<file path="src/rtl/bus_abort_pkg.sv">
package bus_abort_pkg;
  localparam logic [1:0] SZ_BYTE = 2'b00;
  localparam logic [1:0] SZ_HALF = 2'b01;
  localparam logic [1:0] SZ_WORD = 2'b10;
  localparam logic [1:0] TY_READ  = 2'b00;
  localparam logic [1:0] TY_WRITE = 2'b01;
  localparam logic [1:0] TY_FETCH = 2'b10;

  // Strobes from control to datapath
  typedef struct packed {
    logic capture;
    logic misal;
    logic unmapped;
    logic clrSticky;
  } strobe_t;
endpackage

</file>
<file path="src/rtl/bus_abort_ctrl.sv">
module bus_abort_ctrl
  import bus_abort_pkg::*;
#(
  parameter int NMST   = 2,
  parameter int REG_AW = 4,
  parameter logic [REG_AW-1:0] OFF_STATUS = 4'h4,
  localparam int MST_W = (NMST > 1) ? $clog2(NMST) : 1
) (
  input  logic              reqValid,
  input  logic [MST_W-1:0]  reqMaster,
  input  logic [1:0]        addrLow,
  input  logic [1:0]        reqSize,
  input  logic [1:0]        reqType,
  input  logic              reqUnmapped,
  input  logic              regRd,
  input  logic [REG_AW-1:0] regAddr,
  output logic              fwdValid,
  output logic [NMST-1:0]   abortVec,
  output strobe_t           strobe
);
  logic misal;
  logic fail;

  always_comb begin
    misal = 1'b0;
    if (reqType != TY_FETCH) begin
      unique case (reqSize)
        SZ_WORD: misal = (addrLow != 2'b00);
        SZ_HALF: misal = addrLow[0];
        default: misal = 1'b0;
      endcase
    end
  end

  assign fail     = reqValid && (misal || reqUnmapped);
  assign fwdValid = reqValid && !fail;

  generate
    for (genvar m = 0; m < NMST; m++) begin : g_abort
      assign abortVec[m] = fail && (reqMaster == MST_W'(m));
    end
  endgenerate

  assign strobe.capture   = fail;
  assign strobe.misal     = misal;
  assign strobe.unmapped  = reqUnmapped;
  assign strobe.clrSticky = regRd && (regAddr == OFF_STATUS);
endmodule

</file>
<file path="src/rtl/bus_abort_dp.sv">
module bus_abort_dp
  import bus_abort_pkg::*;
#(
  parameter int ADDR_W = 32,
  parameter int NMST   = 2,
  parameter int REG_AW = 4,
  parameter logic [REG_AW-1:0] OFF_STATUS = 4'h4,
  parameter logic [REG_AW-1:0] OFF_ADDR   = 4'h8,
  localparam int DATA_W = 32
) (
  input  logic              clk,
  input  logic              rstN,
  input  strobe_t           strobe,
  input  logic [NMST-1:0]   abortVec,
  input  logic [ADDR_W-1:0] reqAddr,
  input  logic [1:0]        reqSize,
  input  logic [1:0]        reqType,
  input  logic [REG_AW-1:0] regAddr,
  output logic [DATA_W-1:0] statusWord,
  output logic [ADDR_W-1:0] addrWord,
  output logic [DATA_W-1:0] regRdData
);
  logic [1:0]      sizeQ, typeQ;
  logic            misalQ, unmappedQ;
  logic [NMST-1:0] mstQ, stickyQ;

  always_ff @(posedge clk or negedge rstN) begin
    if (!rstN) begin
      addrWord  <= '0;
      sizeQ     <= '0;
      typeQ     <= '0;
      misalQ    <= 1'b0;
      unmappedQ <= 1'b0;
      mstQ      <= '0;
    end else if (strobe.capture) begin
      addrWord  <= reqAddr;
      sizeQ     <= reqSize;
      typeQ     <= reqType;
      misalQ    <= strobe.misal;
      unmappedQ <= strobe.unmapped;
      mstQ      <= abortVec;
    end
  end

  always_ff @(posedge clk or negedge rstN) begin
    if (!rstN)                 stickyQ <= '0;
    else if (strobe.clrSticky) stickyQ <= abortVec;
    else                       stickyQ <= stickyQ | abortVec;
  end

  always_comb begin
    statusWord        = '0;
    statusWord[1:0]   = sizeQ;
    statusWord[3:2]   = typeQ;
    statusWord[8]     = unmappedQ;
    statusWord[9]     = misalQ;
    statusWord[16 +: NMST] = mstQ;
    statusWord[24 +: NMST] = stickyQ;
  end

  always_comb begin
    if (regAddr == OFF_STATUS)    regRdData = statusWord;
    else if (regAddr == OFF_ADDR) regRdData = DATA_W'(addrWord);
    else                          regRdData = '0;
  end
endmodule

</file>
<file path="src/rtl/bus_abort_top.sv">
module bus_abort_top
  import bus_abort_pkg::*;
#(
  parameter int ADDR_W = 32,
  parameter int NMST   = 2,
  parameter int REG_AW = 4,
  localparam int MST_W = (NMST > 1) ? $clog2(NMST) : 1
) (
  input  logic              clk,
  input  logic              rstN,
  input  logic              reqValid,
  input  logic [MST_W-1:0]  reqMaster,
  input  logic [ADDR_W-1:0] reqAddr,
  input  logic [1:0]        reqSize,
  input  logic [1:0]        reqType,
  input  logic              reqUnmapped,
  output logic              fwdValid,
  output logic [NMST-1:0]   abortOut,
  input  logic              regRd,
  input  logic [REG_AW-1:0] regAddr,
  output logic [31:0]       regRdData
);
  localparam logic [REG_AW-1:0] OFF_STATUS = REG_AW'(4);
  localparam logic [REG_AW-1:0] OFF_ADDR   = REG_AW'(8);

  strobe_t           strobe;
  logic [31:0]       statusWord;
  logic [ADDR_W-1:0] addrWord;

  bus_abort_ctrl #(.NMST(NMST), .REG_AW(REG_AW), .OFF_STATUS(OFF_STATUS)) ctrl_i (
    .reqValid(reqValid), .reqMaster(reqMaster), .addrLow(reqAddr[1:0]),
    .reqSize(reqSize), .reqType(reqType), .reqUnmapped(reqUnmapped),
    .regRd(regRd), .regAddr(regAddr), .fwdValid(fwdValid),
    .abortVec(abortOut), .strobe(strobe)
  );

  bus_abort_dp #(.ADDR_W(ADDR_W), .NMST(NMST), .REG_AW(REG_AW),
                 .OFF_STATUS(OFF_STATUS), .OFF_ADDR(OFF_ADDR)) dp_i (
    .clk(clk), .rstN(rstN), .strobe(strobe), .abortVec(abortOut),
    .reqAddr(reqAddr), .reqSize(reqSize), .reqType(reqType),
    .regAddr(regAddr), .statusWord(statusWord), .addrWord(addrWord),
    .regRdData(regRdData)
  );
endmodule

</file>
<file path="config.mk">
export PLATFORM = sky130hd
export DESIGN_NAME = bus_abort_top
export DESIGN_NICKNAME = d
export VERILOG_FILES = /design/src/rtl/bus_abort_pkg.sv /design/src/rtl/bus_abort_ctrl.sv /design/src/rtl/bus_abort_dp.sv /design/src/rtl/bus_abort_top.sv
export SDC_FILE = /design/constraint.sdc
export NUM_CORES = 1
export LEC_CHECK = 0
export CAP_MARGIN = 20
export CORE_UTILIZATION = 56
export CTS_CLUSTER_DIAMETER = 200
export DETAILED_ROUTE_END_ITERATION = 6
export DONT_BUFFER_PORTS = 1
export PLACE_DENSITY = 0.71
export SYNTH_ARGS = -nofsm -noshare
export SYNTH_HDL_FRONTEND = slang
export SYNTH_SLANG_ARGS = --single-unit
</file>
<file path="constraint.sdc">
create_clock -name clk -period 1.46 [get_ports clk]
set_input_delay 0.146 -clock clk [delete_from_list [all_inputs] [get_ports clk]]
set_output_delay 0.146 -clock clk [all_outputs]
set_load 0.02 [all_outputs]
</file>
; After elaboration in Yosys (flattened, before gate mapping)
; Index checks and enable logic that the tools add are counted.
; Widths: inputs -> output; s select.
[totals]
reg_bits = 42
wordCells = 27
[op_classes]
n_reduce_logical = 8
bitwise_logic = 2
muxes = 5
eq_ne = 5
[op_table]
columns = operator, n
row1 = $mux 32, 2
row2 = $logic_and 1x1->1, 5
row3 = $eq 4x3->1 const B, 1
row4 = $eq 4x4->1 const B, 1
row5 = $eq 2x1->1 const B, 1
row6 = $eq 2x2->1 const B, 1
row7 = $mux 2, 1
row8 = $ne 2x2->1 const B, 1
row9 = $or 2x2->2, 1
row10 = $pmux 1 s2, 1
row11 = $reduce_bool 2->1, 1
row12 = $logic_not 1->1, 1
row13 = $logic_or 1x1->1, 1
row14 = $mux 1, 1
row15 = $not 1->1, 1

; Logic depth before layout (Yosys ltp)
; Gate-level depths: netlist (run 1).
[logic_depth]
word_depth = 8
ltp_mapped = 7

; Cells and area by module
; From an unflattened synthesis (run 1), not the netlist that was laid out.
[unflattened]
hier_cells = 195
area_unflattened_um2 = 2283.4
[by_module_without_submodules]
columns = module, area_per_inst_um2, instances, cells_per_inst
row1 = bus_abort_dp, 2134.5, 1, 175
row2 = bus_abort_ctrl, 148.9, 1, 20

; Worst setup path after synthesis (run 1)
; No wires, ideal clock.
[synth_timing]
path_kind = input-to-output
start = in reqSize[0]
end = out abortOut[0]
stages = 6
arrival_time_ns = 1.511
path_buffers = 1
path_slack_ns = -0.197
cell_sequence = inv_1 ha_1 o41ai_2 nand2_2 buf_6 nor2_1
[synth_between]
elab_chain_cells = 6
elab_cells_between_ends = 7
[synth_rtl]
columns = item, line
row1 = start: declaration, bus_abort_top.sv:14  ; input logic [1:0] reqSize,
row2 = $eq 2x1->1 or $eq 2x2->1 (tied branches), bus_abort_ctrl.sv:27  ; unique case (reqSize)
row3 = $pmux 1 s2 (*), bus_abort_ctrl.sv:27
row4 = $mux 1 (*), bus_abort_ctrl.sv:26  ; if (reqType != TY_FETCH) begin
row5 = $logic_or 1x1->1 (*), bus_abort_ctrl.sv:35  ; assign fail = reqValid && (misal || reqUnmapped);
row6 = $logic_and 1x1->1 (*), bus_abort_ctrl.sv:35
row7 = $logic_and 1x1->1 (*), bus_abort_ctrl.sv:40  ; assign abortVec[m] = fail && (reqMaster == MST_W'(m));
row8 = end: declaration, bus_abort_top.sv:18  ; output logic [NMST-1:0] abortOut,
; Every way passes the cells marked *; elsewhere a longest branch is shown, timed or not.

; Final worst setup path (run 1)
[layout_timing]
start = in reqSize[1]
end = out abortOut[0]
; Same word-level chain as after synthesis.

==> results by stage, run 1 <==
Status:
- The run finished with clean final reports.

STA:
- The max-slew violation total from the final report is 0.
- Setup slack on the critical path of the routed design comes to 0.0428 ns.
- The clock period minus worst slack is 1.42 ns.
- The number of hold-slack violations in the final timing report was 0.
- The worst-margin pin slew is 0.420 ns.
- The final worst clock skew is 0 ns.
- The maximum achievable frequency is 706 MHz.
- The relative slew slack is 0.719.
- The total of endpoints with negative setup slack in the final report is 0.
- The portion of the clock cycle consumed by the worst path in the final layout is 0.971.

Floorplan:
- In this run the standard cell core region covers 3470 um2.
- From left edge to right edge, the die measures 63.2 um.
- The die covers 3990 um2.
- The height of the die is 63.2 um.
- The total I/O pin count is 81.
- The initial utilization of the core area, before any placement, comes to 0.604.
- The floorplan row count is 21.

Setup path:
- The setup path with the least slack is of type in -> out.
- The maximum fanout along the worst path is 7.
- The launch instance of the worst register-to-register path is dp_i.addrWord[0].
- The first element of the critical path is reqSize[1].
- STA classifies the critical path endpoint as an output port.
- The cell with the biggest individual delay on the critical path is sky130_fd_sc_hd__o41ai_4.
- The stage delay of the slowest cell on the critical path is 0.34 ns.
- The data required time of the critical path is 1.31 ns.
- STA classifies the critical path startpoint as an input port.
- The setup slack of the worst register-to-register path is 0.59 ns.
- Traced cell by cell, the critical path runs through inv_4 > ha_4 > a21oi_4 > o41ai_4 > nand2_2 > buf_12 > nor2_4 > buf_6.
- For the worst flop-to-flop path, the logic depth is 2.
- The arrival time of the worst setup path is 1.27 ns.
- In this run the critical register-to-register path is captured at dp_i.addrWord[0].

Clock tree:
- TritonCTS built the clock tree.
- The tree built by TritonCTS fans out to 42 sinks.
- TritonCTS created 5 clock buffers.
- The total number of H-tree levels is 2.
- The clock latency at the later pin of the worst-skew pair is 0.29 ns.
- The cell at the root of the clock tree is sky130_fd_sc_hd__clkbuf_8.
- The clock-pin slew reported for the worst setup and hold paths after clock tree synthesis is 0.08 ns.
- In this run the deepest clock path goes through 2 buffers.

Yosys:
- In the synthesized netlist the async set-or-reset flop fraction comes to 1.00.
- Of all cell types, the one taking the most synthesized area is sky130_fd_sc_hd__dfrtp_1.
- The most common flop cell mapped by yosys is sky130_fd_sc_hd__dfrtp_1.
- Synthesis inferred 42 register bits.
- The net count after synthesis is 202.
- The share of synthesized area in the top cell type comes to 0.501.
- The share of the Yosys chip area taken by registers is 0.501.
- Dividing the synthesized area by the synthesized cell count gives 13.6 um2.
- Yosys attributes the largest share of cell area to sky130_fd_sc_hd__dfrtp_1 (50%), sky130_fd_sc_hd__mux2_4 (26%), sky130_fd_sc_hd__and2_1 (6.6%), sky130_fd_sc_hd__a22o_1 (4.6%), sky130_fd_sc_hd__buf_6 (2.1%).
- In this run, distinct cell masters in the synthesized netlist total 22.
- The synthesized design contains 0 enable-type register cells.
- The number of cells produced by synthesis is 154.
- The dominant cell by count in the synthesized netlist is sky130_fd_sc_hd__dfrtp_1.
- By count the netlist is led by sky130_fd_sc_hd__dfrtp_1 (42), sky130_fd_sc_hd__mux2_4 (36), sky130_fd_sc_hd__and2_1 (22).
- In this run the cell area of the synthesized design comes to 2100 um2.
- The count of warnings emitted by yosys is 0.

GRT:
- The via count of the first global-routing pass is 1,514.
- The initial antenna violation count came to 0.
- The first-pass GRT wire length is 7.45 mm.
- The total overflow left after global routing is 0.
- For this run, the total global-route usage over all layers was measured as 0.246.
- The pin count of the biggest net entering global routing is 43.

Place:
- The setup slack at placement is -0.0786 ns.
- The count of buffers added on input and output ports is 0.
- The HPWL reported at the end of detailed placement is 2.94 mm.
- The number of placed instances, taps included is 202.
- The final estimated routing congestion in global placement is 0.909.

Worst hold path:
- The min-delay analysis places its worst path in the category in -> reg.
- Along the worst hold path, the cell count comes to 1.
- The startpoint identified for the worst hold timing path is reqValid.
- For hold timing, the worst endpoint is dp_i.unmappedQ.

Route:
- The first-pass iteration count of the detailed router is 4.
- The final route contains 1,439 vias.
- Once detail routing completed, the nets flagged for antenna violations numbered 0.
- The average wire per cell in the routed design is 18.8 um.
- The final routed wirelength across all metal layers is 4.88 mm.
- The per-cell via count in the routed design is 5.53.
- After detailed routing, the number of remaining DRC violations is 0.
- The initial DRC count is 79.

Power and ir drop:
- The largest vdd supply drop is 0.598 mV.
- The leakage power total is 1.36 nW.
- The post-layout total power is 3.02 mW.
- The power per cell area is 1040 nW/um2.

Cells and area:
- The filler cells instantiated in the layout total 185.
- In the final layout, the share of cells above drive strength 1 is 0.360.
- Excluding fillers, the count of instances in the completed layout stands at 260.
- Relative to the synthesized area, the layout overhead comes to 38.0%.
- The number of antenna diodes in the final layout is 0.
- The final layout contains 261 nets.

Flow run:
- The tool flagged a number of max-cap violations equal to 0.
## stage by stage
| step | TNS (ns) | hold WS (ns) | cell area, um2 | util |
|---|---|---|---|---|
| after global placement | -0.277 | -0.149 | 2240 | 0.645 |
| after global routing | -0.0122 | 0.00853 | 2890 | 0.834 |
| after floorplan | 0 | -0.150 | 2140 | - |
| final | 0 | 0.0114 | 2890 | 0.834 |
| after CTS | 0 | 0.000687 | 2750 | 0.792 |
| after detailed placement | -2.27 | -0.149 | 2240 | 0.645 |
## sequential cells by signal, summed over array words and instances (netlist names)
signal / count
dp_i.misalQ: 1
dp_i.sizeQ: 2
dp_i.stickyQ: 2
dp_i.mstQ: 2
dp_i.addrWord: 32
dp_i.typeQ: 2
dp_i.unmappedQ: 1
## placed cells by master, fill, tap and decap left out
cell type / count
sky130_fd_sc_hd__o41ai_4: 1
sky130_fd_sc_hd__nand2_2: 1
sky130_fd_sc_hd__clkinvlp_4: 1
sky130_fd_sc_hd__nor2b_4: 1
sky130_fd_sc_hd__nor4b_2: 2
sky130_fd_sc_hd__nor4_1: 1
sky130_fd_sc_hd__and2_1: 22
sky130_fd_sc_hd__clkbuf_8: 5
sky130_fd_sc_hd__ha_4: 2
sky130_fd_sc_hd__a21oi_4: 1
sky130_fd_sc_hd__nor2_1: 3
sky130_fd_sc_hd__buf_12: 3
sky130_fd_sc_hd__o311ai_0: 1
sky130_fd_sc_hd__inv_1: 3
sky130_fd_sc_hd__clkbuf_16: 1
sky130_fd_sc_hd__clkbuf_1: 1
sky130_fd_sc_hd__mux2_4: 36
sky130_fd_sc_hd__nor3_1: 2
sky130_fd_sc_hd__mux2_2: 1
sky130_fd_sc_hd__nand2_1: 7
sky130_fd_sc_hd__nand3_1: 1
sky130_fd_sc_hd__a22o_1: 11
sky130_fd_sc_hd__buf_4: 15
sky130_fd_sc_hd__o21ai_0: 4
sky130_fd_sc_hd__dfrtp_1: 42
sky130_fd_sc_hd__bufinv_16: 1
sky130_fd_sc_hd__nor2_4: 2
sky130_fd_sc_hd__inv_4: 2
sky130_fd_sc_hd__buf_6: 2
sky130_fd_sc_hd__dlygate4sd3_1: 39
## area by class of cell
class	instances	area [um2]	area share
Clock buffer	6	72.6	0.0251
Clock inverter	2	37.5	0.0130
Inverter	5	23.8	0.00822
Multi-Input combinational cell	99	1040	0.359
Timing Repair Buffer	60	611	0.211
Sequential cell	42	1050	0.363
Tap cell	46	57.6	0.0199
## routing by layer
metal	global-route usage	vias up	share of wire
met5	0	-	0
met4	0.0909	0	0.0078
met3	0.0562	7	0.055
met2	0.419	59	0.53
met1	0.303	719	0.41
li1	-	654	-
## worst max-delay path: cells and delay by family
family / cells / cell delay, ns
AO/OA/AOI/OAI: 2 / 0.41
adder cells (fa/ha/maj): 1 / 0.14
buffers and inverters: 3 / 0.32
AND/OR/NAND/NOR: 2 / 0.26
## cell families (layout without fill, tap and decap cells)
| family | Yosys count | in the layout | share of synthesized area |
|---|---|---|---|
| buffers and inverters | 13 | 73 | 0.0382 |
| AOI/OAI and AO/OA | 18 | 18 | 0.0699 |
| adders and majority gates | 2 | 2 | 0.0119 |
| and+or+nand+nor | 42 | 42 | 0.115 |
| muxes | 37 | 37 | 0.263 |
| DFF | 42 | 42 | 0.501 |
## what timing repair did
action	in CTS	in global routing
setup buffers	0	9
endpoints found under the hold margin	80	1
hold buffers	39	1
pin swaps	1	5
gates cloned	0	1
gates resized for setup	0	10
setup endpoints to repair	1	2
## worst max-delay path by stage
stage | slack (ns) | to | depth (start not counted)
2_1_floorplan | 0.001 | dp_i.addrWord[14] | 5
3_3_place_gp | -0.01 | dp_i.addrWord[13] | 7
3_5_place_dp | -0.08 | dp_i.typeQ[0] | 7
4_1_cts | 0.001 | abortOut[1] | 8
5_1_grt | -0.01 | abortOut[0] | 8
6_report | 0.04 | abortOut[0] | 8
## report_power, final
part / leakage (nW) / switching (mW) / total [mW] / internal [mW]
combinational: 0.826 / 0.242 / 0.662 / 0.421
clock: 0.0514 / 0.388 / 0.898 / 0.510
sequential: 0.487 / 0.113 / 1.46 / 1.35
Note: power is estimated with default switching activity, not from simulation.
==> run 2: changes to the inputs <==
CORE_ASPECT_RATIO = 0.8   (was unset)
==> run 2 against run 1 <==
Effect of this change: utilization is 5.1 points lower; sequential share of layout area is 2.1 points higher; flip-flop and latch count stayed put; critical endpoint unchanged.
==> results by stage, run 2 (synthesis gave the netlist of run 1 again) <==
Cells and area:
- Summing all flip-flop and latch instances after layout gives 1050 um2.
- From synthesis to final layout, the design area changed by 30.6%.
- The number of antenna diodes in the final layout is 0.
- The layout has 221 filler cells.
- The register with the most flip-flops in the layout has 32 of them.
- The proportion of layout cells with a drive suffix above 1 is 0.353.
- The library cell used most frequently in the layout, excluding fill and tap cells, is sky130_fd_sc_hd__dfrtp_1.
- The area occupied by multi-input gates is 1010 um2.
- The final instance count without filler cells is 243.
- Leaving out fill and tap cells, the most frequent cells in the layout are sky130_fd_sc_hd__dfrtp_1 (42), sky130_fd_sc_hd__mux2_4 (36), sky130_fd_sc_hd__dlygate4sd3_1 (31), sky130_fd_sc_hd__and2_1 (22), sky130_fd_sc_hd__buf_4 (12).
- The share of the core filled with cells is 0.783.
- The net count of the finished layout is 248.
- dp_i.addrWord holds more flip-flops than any other register.

Route:
- The initial DRC count is 69.
- For this run, the detailed router's first-pass iteration total came to 4.
- The final routed wirelength across all metal layers is 4.44 mm.
- In this run the remaining antenna-violating nets after routing total 0.
- The total number of vias is 1,387.
- The DRC violation count after routing is 0.
- The average wire per cell in the routed design is 18.3 um.
- The per-cell via count in the routed design is 5.71.

Floorplan:
- The height of the die is 56.7 um.
- In this run the horizontal extent of the chip is 70.4 um.
- The placeable core region is 3490 um2.
- For this configuration, the core starts out at a cell density of 0.600.
- The floorplan row count is 19.
- In this run the count of I/O pins placed on the die edge is 81.
- The area enclosed by the die boundary is 3990 um2.

STA:
- At the pin with the least slew margin, the transition time is 0.379 ns.
- The final worst clock skew is 0 ns.
- The smallest hold slack is 0.0127 ns.
- The number of hold-slack violations in the final timing report is 0.
- Derived from the worst setup path, the maximum achievable clock frequency is 721 MHz.
- Setup repair after global routing left no endpoint under its margin.
- Setup total negative slack on the finished layout was measured at 0 ns.
- The portion of the clock cycle consumed by the worst path in the final layout is 0.950.
- Headroom to the max-slew limit came out at 0.747.
- The total of endpoints with negative setup slack in the final report is 0.
- The clock period minus worst slack is 1.39 ns.
- The max-slew violation total from the final report is 0.

Setup path:
- The data required time of the critical path is 1.31 ns.
- The worst register-to-register path has a setup slack of 0.63 ns.
- The type of destination of the critical path is an output port.
- STA puts the critical path data arrival time at 1.24 ns.
- The startpoint type of the worst setup path is an input port.
- The first element of the critical path is reqSize[1].
- The critical path in this run is classified as in -> out.
- The launch instance of the worst register-to-register path is dp_i.addrWord[0].
- Of all nets on the critical path, the largest fanout is 5.

Place:
- The HPWL reported at the end of detailed placement is 2.76 mm.
- The number of placed instances, taps included is 197.
- The congestion estimate from routability-driven global placement came to 0.781.
- The count of buffers from port buffering is 0.

Power and ir drop:
- The post-layout total power is 2.91 mW.
- The power per cell area is 1060 nW/um2.
- Across the VDD grid, the largest voltage drop is 0.814 mV.
- The leakage power total is 1.32 nW.

Worst hold path:
- The worst hold path startpoint is reqAddr[3].
- The path class of the tightest hold or removal check is in -> reg.

Clock tree:
- Counting the buffers created by CTS gives 5.
- The maximum buffer depth of the clock tree is 2.
- The clock-pin slew reported for the worst setup and hold paths after clock tree synthesis is 0.07 ns.
- The cell sitting at the root of the clock tree is a sky130_fd_sc_hd__clkbuf_8.
- The TritonCTS clock tree is built.
- The clock latency at the later pin of the worst-skew pair is 0.28 ns.
- The total number of H-tree levels is 2.
- The clock sink count is 42.

GRT:
- The total routing usage reported by global routing is 0.210.
- The first-pass GRT wire length is 6.45 mm.
- The initial antenna violation count came to 0.
- Summed over all layers, the global routing overflow is 0.
- The pin count of the biggest net entering global routing is 43.
- The via count of the first global-routing pass is 1,330.

Status:
- The flow ran to the end, and the final reports show no timing, DRC or antenna violations.

Flow run:
- The max-capacitance violation count is 0.
==> run 2: cell count changes in the layout (fill, tap and decap cells not counted), sizes merged <==
cell and change:
clkinvlp -1, bufbuf +1, clkbuf +1, bufinv -1, dlygate4sd3 -8, buf -5
==> run 2: worst max-delay path, cell delays in order <==
cell                      delay [ns]
sky130_fd_sc_hd__inv_1          0.03
sky130_fd_sc_hd__ha_1           0.18
sky130_fd_sc_hd__a21oi_2        0.09
sky130_fd_sc_hd__o41ai_4        0.25
sky130_fd_sc_hd__nand2_2        0.14
sky130_fd_sc_hd__buf_12         0.16
sky130_fd_sc_hd__nor2_2         0.08
sky130_fd_sc_hd__buf_4          0.14
==> run 2: metrics by stage <==
| stage | instance area (um2) | setup slack, ns |
|---|---|---|
| finish | 2740 | 0.0725 |
| global placement | 2220 | -0.0153 |
| floorplan | 2140 | 0.00107 |
| CTS | 2480 | 0.00343 |
| global route | 2740 | 0.0337 |
| detailed placement | 2220 | -0.115 |
==> run 2: repair_timing <==
action | in CTS | in global routing
pin swaps | 2 | 2
hold buffers | 6 | 26
gates resized for setup | 1 | 0
cloned | 1 | 0
setup endpoints to repair | 2 | 2
setup buffers | 5 | 0
endpoints found under the hold margin | 46 | 26
==> run 2: worst paths after layout <==
path                       depth (start not counted)                 to
max reg2reg                                        2   dp_i.addrWord[0]
min                                                1   dp_i.addrWord[3]
max in group asynchronous                          2        dp_i.misalQ
min reg2reg                                        1  dp_i.addrWord[27]
max                                                8        abortOut[0]
min in group asynchronous                          2    dp_i.stickyQ[0]
==> run 2: cell type report <==
| cell class | instances | share of cell area |
|---|---|---|
| Sequential cell | 42 | 0.384 |
| Tap cell | 42 | 0.0192 |
| Multi-Input combinational cell | 99 | 0.369 |
| Clock buffer | 8 | 0.0402 |
| Timing Repair Buffer | 47 | 0.180 |
| Inverter | 5 | 0.00777 |
==> run 2: where the power goes <==
part / switching [mW] / internal, mW
combinational: 0.224 / 0.395
sequential: 0.105 / 1.35
clock: 0.358 / 0.477
==> run 2: metal layers <==
metal / wire length [um] / track usage / up-vias
li1: - / - / 630
met1: 1870 / 0.277 / 686
met2: 2220 / 0.333 / 67
met3: 338 / 0.0736 / 4
met4: 22 / 0.0457 / 0
met5: 0 / 0 / -
==> run 3: changes to the inputs <==
CTS_BUF_LIST = sky130_fd_sc_hd__clkbuf_16   (was unset)
==> run 3 against run 2 <==
Effect of this change: critical path depth stayed put; first-iteration DRC count is 43% lower; design area is 9.1% lower; fmax is 0.45% higher; via count is 8.9% lower; combinational power is 11% lower; clock skew stayed put; worst hold slack worse by 0.0029 ns; count of clock-buffer cells in the layout is 3 lower; non-clock buffer count is 28 lower.
==> results by stage, run 3 (synthesis gave the netlist of run 1 again) <==
Status:
- The run finished with clean final reports.

Setup path:
- Grouping stages by cell kind, the critical path spends the most delay in buffers and inverters.
- In this design, the stage delay of the slowest critical-path cell is 0.25 ns.
- STA classifies the critical path endpoint as an output port.
- The cell with the biggest individual delay on the critical path is sky130_fd_sc_hd__o41ai_4.
- The buffers plus inverters on the worst setup path is 3.
- The worst setup path is of the in -> out kind.
- The critical path goes through inv_1 > ha_2 > a21oi_2 > o41ai_4 > nand2_2 > buf_12 > nor2_2 > buf_4.
- The startpoint type of the worst setup path is an input port.
- The maximum fanout along the worst path is 5.
- The data required time of the critical path is 1.31 ns.
- The arrival time of the worst setup path is 1.24 ns.

Route:
- For this run, design rule violations remaining after detail routing come to 0.
- The first-pass iteration count of the detailed router is 4.
- For this block, wires on met1 add up to 1.68 mm.
- The average wire per cell in the routed design is 19.1 um.
- The final antenna-violating net count is 0.
- The detailed router used layers up to and including met4.
- The initial DRC count is 39.
- In the routed layout, each cell is associated on average with a via count of 5.87.
- The amount of wire on met3 after detailed routing is 386 um.
- For this block, the via count after detailed routing is 1,263.
- The final routed wirelength across all metal layers is 4.10 mm.
- The length of routed met2 wiring is 1.99 mm.

Cells and area:
- The most common cell after layout, fill and taps aside is sky130_fd_sc_hd__dfrtp_1.
- Once layout is complete, the utilization of the core stands at 0.712.
- 0 antenna diodes ended up in the layout.
- The synthesis-to-finish area growth is 18.7%.
- The filler cell count in the final layout is 249.
- Once layout is complete, the cells apart from fillers number 215.
- dp_i.addrWord holds more flip-flops than any other register.
- The register with the most flip-flops in the layout has 32 of them.
- In the layout the commonest cells are sky130_fd_sc_hd__dfrtp_1 (42), sky130_fd_sc_hd__mux2_4 (36), sky130_fd_sc_hd__and2_1 (22), sky130_fd_sc_hd__a22o_1 (11), sky130_fd_sc_hd__buf_4 (11).
- In the final layout, the share of cells above drive strength 1 is 0.393.
- For this run, the post-layout net count is 220.

GRT:
- The initial antenna violation count was 0.
- The total grt overflow is 0.
- The first global-routing pass estimated 6.56 mm of wire.
- The via count of the first global-routing pass is 1,341.
- In the global route stage, overall resource usage came out at 0.218.
- Entering global routing, the biggest net connects 43 pins.

Floorplan:
- The effective utilization at floorplan is 0.600.
- The die covers 3990 um2.
- The horizontal die dimension is 70.4 um.
- In this run the vertical extent of the chip is 56.7 um.
- In this run the core area contains 19 standard-cell rows.
- The total I/O pin count is 81.
- The placeable core region is 3490 um2.

Clock tree:
- Buffers inserted during clock tree synthesis total 5.
- For this design, the sink count on the clock tree is 42.
- The total number of H-tree levels is 2.
- The tree is rooted in a sky130_fd_sc_hd__clkbuf_16.
- Counting along the longest clock path gives a buffer depth of 2.
- The clock-pin slew reported for the worst setup and hold paths after clock tree synthesis is 0.06 ns.
- TritonCTS built the clock tree.
- Clock latency on the worst-skew pair, taken at its later pin, is 0.27 ns.

STA:
- The relative slew slack is 0.744.
- The number of hold-slack violations in the final timing report is 0.
- The clock period minus worst slack is 1.38 ns.
- The portion of the clock cycle consumed by the worst path in the final layout is 0.946.
- For the pin with the worst max-slew slack, the measured transition is 0.383 ns.
- The maximum achievable frequency is 724 MHz.
- Across the routed clock network, the largest skew measured is 0 ns.
- The max-slew violation total from the final report is 0.
- Setup violations remaining at the end of the flow were counted as 0.
- Setup repair after global routing left no endpoint under its margin.

Flow run:
- Across the run, the number of max-cap violations was 0.

Power and ir drop:
- The largest vdd supply drop is 0.890 mV.
- Power spread over the standard cell area amounts to 1210 nW/um2.
- The leakage power total is 1.21 nW.

Place:
- After detailed placement, the design holds a cell count of 197.
- The congestion estimate from routability-driven global placement came to 0.781.
- Once detailed placement completed, the half-perimeter wirelength came to 2.76 mm.
- Buffers placed on the I/O ports in this run total 0.

Worst hold path:
- The tightest min-delay check is of the in -> reg type.
run 3: final cells by class:
| class | instances | area (um2) | share of cell area |
|---|---|---|---|
| clock buffer | 5 | 125 | 0.0503 |
| clock inverter | 3 | 11.3 | 0.00452 |
| inverter | 5 | 21.3 | 0.00855 |
| multi-input combinational | 99 | 1010 | 0.407 |
| sequential | 42 | 1050 | 0.422 |
| tap | 42 | 52.6 | 0.0211 |
| timing repair buffer | 19 | 215 | 0.0865 |
run 3: repair_timing:
action	in CTS	in global routing
setup endpoints to repair	2	3
buffers inserted	4	0
hold buffers	3	2
cloned	1	0
pin swaps	2	2
gates resized for setup	2	0
endpoints found under the hold margin	43	2
run 3: worst paths after layout:
kind	start	end	slack [ns]	cells past startpoint
min reg2reg	dp_i.addrWord[27]	dp_i.addrWord[27]	0.50	1
max reg2reg	dp_i.addrWord[0]	dp_i.addrWord[0]	0.63	2
min	reqAddr[23]	dp_i.addrWord[23]	0.01	1
max in group asynchronous	rstN	dp_i.addrWord[0]	0.92	2
max	reqSize[1]	abortOut[1]	0.08	8
min in group asynchronous	rstN	dp_i.stickyQ[0]	0.34	2
run 3: layer usage:
metal | global-route usage | vias to the layer above
li1 | - | 574
met1 | 0.272 | 621
met2 | 0.352 | 64
met3 | 0.0880 | 4
met4 | 0.0543 | 0
met5 | 0 | -
run 3: stage by stage:
stage | setup TNS, ns | setup slack (ns) | hold WS [ns] | cell area [um2] | power (mW)
after floorplan | 0 | 0.00107 | -0.150 | 2140 | 1.87
after global placement | -0.216 | -0.0153 | -0.149 | 2220 | 1.93
after detailed placement | -3.54 | -0.115 | -0.149 | 2220 | 1.96
after CTS | 0 | 0.00735 | 0.00952 | 2470 | 3.04
after global routing | 0 | 0.0249 | 0.000573 | 2490 | 3.17
final | 0 | 0.0787 | 0.00973 | 2490 | 3.02
run 3: power by group:
group	leakage, nW	switching (mW)	internal (mW)
clock	0.0663	0.400	0.614
sequential	0.487	0.102	1.35
combinational	0.656	0.209	0.345
total	1.21	0.711	2.31
